**src/rtl/sysret_pkg.sv**
```systemverilog
package sysret_pkg;

  localparam int LVL_W   = 2;
  localparam int NLVL    = 1 << LVL_W;
  localparam int CAUSE_W = 4;
  localparam int CSR_AW  = 12;

  localparam logic [LVL_W-1:0] LVL_U = 2'd0;
  localparam logic [LVL_W-1:0] LVL_S = 2'd1;
  localparam logic [LVL_W-1:0] LVL_H = 2'd2;
  localparam logic [LVL_W-1:0] LVL_M = 2'd3;

  localparam logic [CAUSE_W-1:0] CAUSE_ILLEGAL = 4'd2;
  localparam logic [CAUSE_W-1:0] CAUSE_BREAK   = 4'd3;
  localparam logic [CAUSE_W-1:0] CAUSE_CALL_U  = 4'd8;
  localparam logic [CAUSE_W-1:0] CAUSE_CALL_M  = 4'd11;

  localparam logic [31:0] WORD_CALL    = 32'h0000_0073;
  localparam logic [31:0] WORD_BREAK   = 32'h0010_0073;
  localparam logic [31:0] WORD_RET_BASE = 32'h0020_0073;
  localparam logic [31:0] RET_LVL_MASK = 32'h3000_0000;
  localparam int          RET_LVL_LSB  = 28;
  localparam logic [6:0]  OPC_FENCE    = 7'b0001111;
  localparam logic [7:0]  EPC_LOW      = 8'h41;

  typedef enum logic [2:0] {
    OP_NONE,
    OP_CALL,
    OP_BREAK,
    OP_RET,
    OP_FENCE
  } sys_op_e;

  typedef struct packed {
    logic [NLVL-1:0]  ie;
    logic [NLVL-1:0]  pie;
    logic [LVL_W-1:0] pp_s;
    logic [LVL_W-1:0] pp_h;
    logic [LVL_W-1:0] pp_m;
  } stat_t;

endpackage

```
**src/rtl/sysret_decode.sv**
```systemverilog
module sysret_decode
  import sysret_pkg::*;
(
  input  logic [31:0]      word,
  output sys_op_e          op,
  output logic [LVL_W-1:0] ret_lvl
);

  logic is_ret;
  logic is_fence;

  assign is_ret   = (word & ~RET_LVL_MASK) == WORD_RET_BASE;
  assign is_fence = (word[6:0] == OPC_FENCE) &&
                    ((word[14:12] == 3'b000) || (word[14:12] == 3'b001));
  assign ret_lvl  = word[RET_LVL_LSB +: LVL_W];

  always_comb begin
    if (word == WORD_CALL)       op = OP_CALL;
    else if (word == WORD_BREAK) op = OP_BREAK;
    else if (is_ret)             op = OP_RET;
    else if (is_fence)           op = OP_FENCE;
    else                         op = OP_NONE;
  end

endmodule

```
**src/rtl/sysret_retcalc.sv**
```systemverilog
module sysret_retcalc
  import sysret_pkg::*;
#(
  parameter bit USER_INT_EN = 1'b0
) (
  input  stat_t            st,
  input  logic [LVL_W-1:0] lvl,
  output stat_t            st_new,
  output logic [LVL_W-1:0] prv_new
);

  logic u_ie_new;
  logic u_pie_new;

  generate
    if (USER_INT_EN) begin : g_uint
      assign u_ie_new  = st.pie[0];
      assign u_pie_new = 1'b1;
    end else begin : g_no_uint
      assign u_ie_new  = 1'b0;
      assign u_pie_new = 1'b0;
    end
  endgenerate

  always_comb begin
    st_new  = st;
    prv_new = LVL_U;
    if (lvl == LVL_U) begin
      st_new.ie[0]  = u_ie_new;
      st_new.pie[0] = u_pie_new;
    end else begin
      st_new.ie[lvl]  = st.pie[lvl];
      st_new.pie[lvl] = 1'b1;
      case (lvl)
        LVL_S: begin
          prv_new     = st.pp_s;
          st_new.pp_s = LVL_U;
        end
        LVL_H: begin
          prv_new     = st.pp_h;
          st_new.pp_h = LVL_U;
        end
        default: begin
          prv_new     = st.pp_m;
          st_new.pp_m = LVL_U;
        end
      endcase
    end
  end

endmodule

```
**src/rtl/sysret_resolve.sv**
```systemverilog
module sysret_resolve
  import sysret_pkg::*;
(
  input  sys_op_e            op,
  input  logic [LVL_W-1:0]   ret_lvl,
  input  logic [LVL_W-1:0]   prv,
  output logic               take_exc,
  output logic [CAUSE_W-1:0] cause,
  output logic               commit,
  output logic               retire
);

  always_comb begin
    take_exc = 1'b0;
    cause    = '0;
    commit   = 1'b0;
    retire   = 1'b0;
    case (op)
      OP_CALL: begin
        if (prv == LVL_M) begin
          take_exc = 1'b1;
          cause    = CAUSE_CALL_M;
        end else if (prv == LVL_U) begin
          take_exc = 1'b1;
          cause    = CAUSE_CALL_U;
        end else begin
          retire = 1'b1;
        end
      end
      OP_BREAK: begin
        take_exc = 1'b1;
        cause    = CAUSE_BREAK;
      end
      OP_RET: begin
        if (ret_lvl == prv) begin
          commit = 1'b1;
          retire = 1'b1;
        end else begin
          take_exc = 1'b1;
          cause    = CAUSE_ILLEGAL;
        end
      end
      OP_FENCE: retire = 1'b1;
      default: ;
    endcase
  end

endmodule

```
**src/rtl/sysret_unit.sv**
```systemverilog
module sysret_unit
  import sysret_pkg::*;
#(
  parameter int XLEN        = 64,
  parameter bit USER_INT_EN = 1'b0
) (
  input  logic               clk,
  input  logic               rst,
  input  logic               i_valid,
  input  logic [31:0]        i_instr,
  input  logic [1:0]         i_prv,
  input  logic [3:0]         i_ie,
  input  logic [3:0]         i_pie,
  input  logic [1:0]         i_pp_s,
  input  logic [1:0]         i_pp_h,
  input  logic [1:0]         i_pp_m,
  output logic [11:0]        o_epc_addr,
  input  logic [XLEN-1:0]    i_epc_rdata,
  output logic               o_redirect_valid,
  output logic [XLEN-1:0]    o_redirect_pc,
  output logic               o_state_we,
  output logic [1:0]         o_next_prv,
  output logic [3:0]         o_next_ie,
  output logic [3:0]         o_next_pie,
  output logic [1:0]         o_next_pp_s,
  output logic [1:0]         o_next_pp_h,
  output logic [1:0]         o_next_pp_m,
  output logic               o_exc_valid,
  output logic [3:0]         o_exc_cause,
  output logic               o_retire
);

  localparam int ADDR_PAD = CSR_AW - LVL_W - 8;

  sys_op_e            op;
  logic [LVL_W-1:0]   ret_lvl;
  stat_t              st_in;
  stat_t              st_calc;
  logic [LVL_W-1:0]   prv_calc;
  logic               take_exc;
  logic [CAUSE_W-1:0] cause;
  logic               commit;
  logic               retire;

  stat_t              st_q;
  logic [LVL_W-1:0]   prv_q;

  assign st_in = '{ie: i_ie, pie: i_pie, pp_s: i_pp_s, pp_h: i_pp_h, pp_m: i_pp_m};

  sysret_decode u_decode (
    .word    (i_instr),
    .op      (op),
    .ret_lvl (ret_lvl)
  );

  sysret_retcalc #(.USER_INT_EN(USER_INT_EN)) u_retcalc (
    .st      (st_in),
    .lvl     (ret_lvl),
    .st_new  (st_calc),
    .prv_new (prv_calc)
  );

  sysret_resolve u_resolve (
    .op       (op),
    .ret_lvl  (ret_lvl),
    .prv      (i_prv),
    .take_exc (take_exc),
    .cause    (cause),
    .commit   (commit),
    .retire   (retire)
  );

  assign o_epc_addr = {{ADDR_PAD{1'b0}}, ret_lvl, EPC_LOW};

  always_ff @(posedge clk) begin
    if (rst) begin
      o_redirect_valid <= 1'b0;
      o_redirect_pc    <= '0;
      o_state_we       <= 1'b0;
      o_exc_valid      <= 1'b0;
      o_exc_cause      <= '0;
      o_retire         <= 1'b0;
      prv_q            <= LVL_M;
      st_q             <= '0;
    end else begin
      o_redirect_valid <= i_valid && commit;
      o_state_we       <= i_valid && commit;
      o_exc_valid      <= i_valid && take_exc;
      o_retire         <= i_valid && retire;
      if (i_valid && take_exc) o_exc_cause <= cause;
      if (i_valid && commit) begin
        o_redirect_pc <= i_epc_rdata;
        prv_q         <= prv_calc;
        st_q          <= st_calc;
      end
    end
  end

  assign o_next_prv  = prv_q;
  assign o_next_ie   = st_q.ie;
  assign o_next_pie  = st_q.pie;
  assign o_next_pp_s = st_q.pp_s;
  assign o_next_pp_h = st_q.pp_h;
  assign o_next_pp_m = st_q.pp_m;

endmodule

```
**config.mk**
```make
export PLATFORM = sky130hd
export DESIGN_NAME = sysret_unit
export DESIGN_NICKNAME = d
export VERILOG_FILES = /design/src/rtl/sysret_pkg.sv /design/src/rtl/sysret_decode.sv /design/src/rtl/sysret_retcalc.sv /design/src/rtl/sysret_resolve.sv /design/src/rtl/sysret_unit.sv
export SDC_FILE = /design/constraint.sdc
export NUM_CORES = 1
export LEC_CHECK = 0
export BUFFER_PORTS_ARGS = -buffer_cell sky130_fd_sc_hd__buf_4
export CAP_MARGIN = 20
export CORE_UTILIZATION = 41
export CTS_BUF_LIST = sky130_fd_sc_hd__clkbuf_16
export DETAILED_ROUTE_END_ITERATION = 12
export PLACE_DENSITY = 0.79
export SLEW_MARGIN = 20
export SYNTH_ARGS = -nofsm -noshare
export SYNTH_HDL_FRONTEND = slang
export SYNTH_SLANG_ARGS = --single-unit
export TNS_END_PERCENT = 10
```
**constraint.sdc**
```tcl
create_clock -name clk -period 1.7 [get_ports clk]
set_clock_uncertainty 0.15 [all_clocks]
set_input_delay 0.34 -clock clk [delete_from_list [all_inputs] [get_ports clk]]
set_output_delay 0.34 -clock clk [all_outputs]
set_load 0.1 [all_outputs]
```
==> metrics.yaml <==
antenna_found_initial: 0
ys_ff_latch: 86
synth_top_cell_by_area: "dfxtp_1"
cts_htree_levels: 3
min_path_type: "in -> reg"
finalSetupTns_ns: 0
die_h_um: 103.7
synth_edf_count: 0
die_w_um: 103.7
ant_nets: 0
hold_depth: 3
max_freq_mhz: 597.2
timing.rr.start: "o_exc_cause[1]"
hp-start: "i_epc_rdata[28]"
area_growth_pct: 53.13
clockBufferDepth: 2
hold_violations: 0
cts_sinks: 86
initial_utilization_pct: 42.80
synth.most_common_cell: "dfxtp_1"
total_leakage_power_nw: 2.620
slowest_stage: "or4_1"
ir_worst_vdd_uv: 459.0
power_density_nw_per_um2: 698.0
r2r_cells: 2
finalCritPeriodShare_pct: 98.51
drtPass1Iterations: 4
setup_viol: 0
synth.top_cells.by_area: "dfxtp_1, o31ai_1, nand4_1"
cp.buffers_inverters: 2
drc: 0
grt_max_degree: 78
root_buffer: "clkbuf_16"
wl_per_cell_um: 17.30
synth_area_per_cell_sq_um: 9.044
crit_type: "in -> reg"
synth.top_cell.area_share_pct: 40.59
rr_endpoint: "o_exc_cause[1]"
crit_family: "simple AND/OR/NAND/NOR gates"
layout-drive-gt1-share_pct: 43.71
status: "complete, no violations"
grt_pass1_wl_mm: 22.02
vias: 4668
dieArea_sq_um: 10760
cap_violations: 0
path_cells: "buf_4 -> inv_1 -> ha_2 -> nand2b_1 -> nand2_1 -> or4_1 -> a21oi_1"
final_nets: 783
r2r_slack_ns: 0.70
grt_pass1_vias: 4549
synth_ff_type: "dfxtp_1"
n_fill_cell: 778
via_per_inst: 5.828
worstSetupEndpointType: "register"
hpwl_mm: 9.538
critPathMaxFanout: 6
ys_seq_area_share_pct: 40.59
gp_congestion: 0.8896
port_buffers: 203
report.power.total_mw: 4.533
routed_wl_mm: 13.86
synthArstFlopShare_pct: 0
cpPeakStageDelay_ns: 0.52
rows: 36
register_area_sq_um: 1723
netlist_top_cells_count: "dfxtp_1, a21oi_1, o31ai_1"
start_kind: "input pin"
syn_inst: 469
yosysWarnings: 0
netlist_area_sq_um: 4242
cts_buffers: 9
multi_input_comb_area_sq_um: 2297
coreArea_sq_um: 9910
insertion_delay_ns: 0.34
synth_cell_type_count: 47
ioPinCount: 215
final_max_slew_viol_count: 0
rsz0062_at_grt: "true"
grt_usage_pct: 25.10
min_to: "o_redirect_pc[28]"
cts_tree: "built"
worstPathArrival_ns: 1.79
fin_crit_ns: 1.675
insertedDiodeCount: 0
overflow: 0
clk_pin_slew_ns: 0.06
hold_buffers: 0
crit_required_ns: 1.81
drt_iter0_drc: 298
[power breakdown]
group | leakage, nW | switching [mW] | internal, mW
Combinational | 1.78 | 0.348 | 0.277
Clock | 0.145 | 0.778 | 1.11
Sequential | 0.693 | 0.00000372 | 2.01
Total | 2.62 | 1.13 | 3.41
[layout make-up]
class | count | area share, %
Clock buffer | 9 | 3.468
Clock inverter | 7 | 0.8669
Inverter | 7 | 0.4045
Multi-Input combinational cell | 313 | 35.37
Sequential cell | 86 | 26.53
Tap cell | 133 | 2.562
Timing Repair Buffer | 246 | 30.80
[worst max-delay path by stage]
stage	start	to	slack, ns	depth (start not counted)
5_1_grt	i_instr[12]	o_next_pp_s[1]	-0.04	6
3_3_place_gp	i_instr[26]	o_next_pp_h[1]	-0.29	6
3_5_place_dp	i_instr[28]	o_redirect_pc[23]	-0.37	6
2_1_floorplan	i_instr[12]	o_exc_cause[0]	-0.06	5
6_report	i_instr[28]	o_next_pp_s[0]	0.03	7
4_1_cts	i_instr[28]	o_redirect_pc[23]	0.0004	6
[worst min-delay path: stages]
cell     delay (ns)
buf_4          0.11
nand4_1        0.06
a21oi_1        0.05
[registers in the layout (all words and copies together) (netlist names)]
register,cells
o_next_prv,2
o_next_pp_h,2
o_state_we,1
o_exc_valid,1
o_exc_cause,3
o_next_ie,4
o_retire,1
o_next_pp_s,2
o_next_pp_m,2
o_redirect_pc,64
o_next_pie,4
[routing by layer]
| layer | track usage [%] | up-vias | wire (um) |
|---|---|---|---|
| met3 | 5.601 | 28 | 1002 |
| met2 | 42.76 | 228 | 6853 |
| met5 | 0 | - | 0 |
| met4 | 11.63 | 0 | 328 |
| met1 | 30.05 | 2229 | 5670 |
| li1 | - | 2183 | - |
[timing repair]
item                       CTS  global route
setup endpoints to repair    0            67
resized for setup            0            17
setup buffers                0             1
[through the flow]
| step | std cells | setup slack (ns) | utilization (%) | instance area (sq um) | hold WS (ns) |
|---|---|---|---|---|---|
| final | 801 | 0.02541 | 65.54 | 6495 | 0.1187 |
| after global placement | 783 | -0.2920 | 61.46 | 6091 | 0.2957 |
| after detailed placement | 783 | -0.3684 | 61.46 | 6091 | 0.2965 |
| after global routing | 801 | -0.04214 | 65.54 | 6495 | 0.1129 |
| after CTS | 799 | 0.0003620 | 64.31 | 6372 | 0.1135 |
| after floorplan | 478 | -0.06041 | - | 4325 | 0.3359 |
[cell families (layout without fill, tap and decap cells)]
logic type | count (synthesis) | count (layout) | synth area share [%]
AO/OA/AOI/OAI | 165 | 165 | 25.16
multiplexers | 10 | 10 | 2.802
other | 2 | 11 | 0.1771
XOR/XNOR | 2 | 2 | 0.7669
adder cells (fa/ha/maj) | 5 | 5 | 1.475
AND/OR/NAND/NOR | 120 | 120 | 19.62
flip-flops | 86 | 86 | 40.59
buffers and inverters | 79 | 269 | 9.410
[placed cells by master, fill, tap and decap left out, drive strengths merged, types with 7 or more instances in the layout]
master and instances:
nand4 70, a21oi 74, nor4 7, dfxtp 86, inv 7, nand2 12
clkbuf 10, conb 11, buf 245, o31ai 69
No activity file was read; power rests on OpenSTA's default activity.
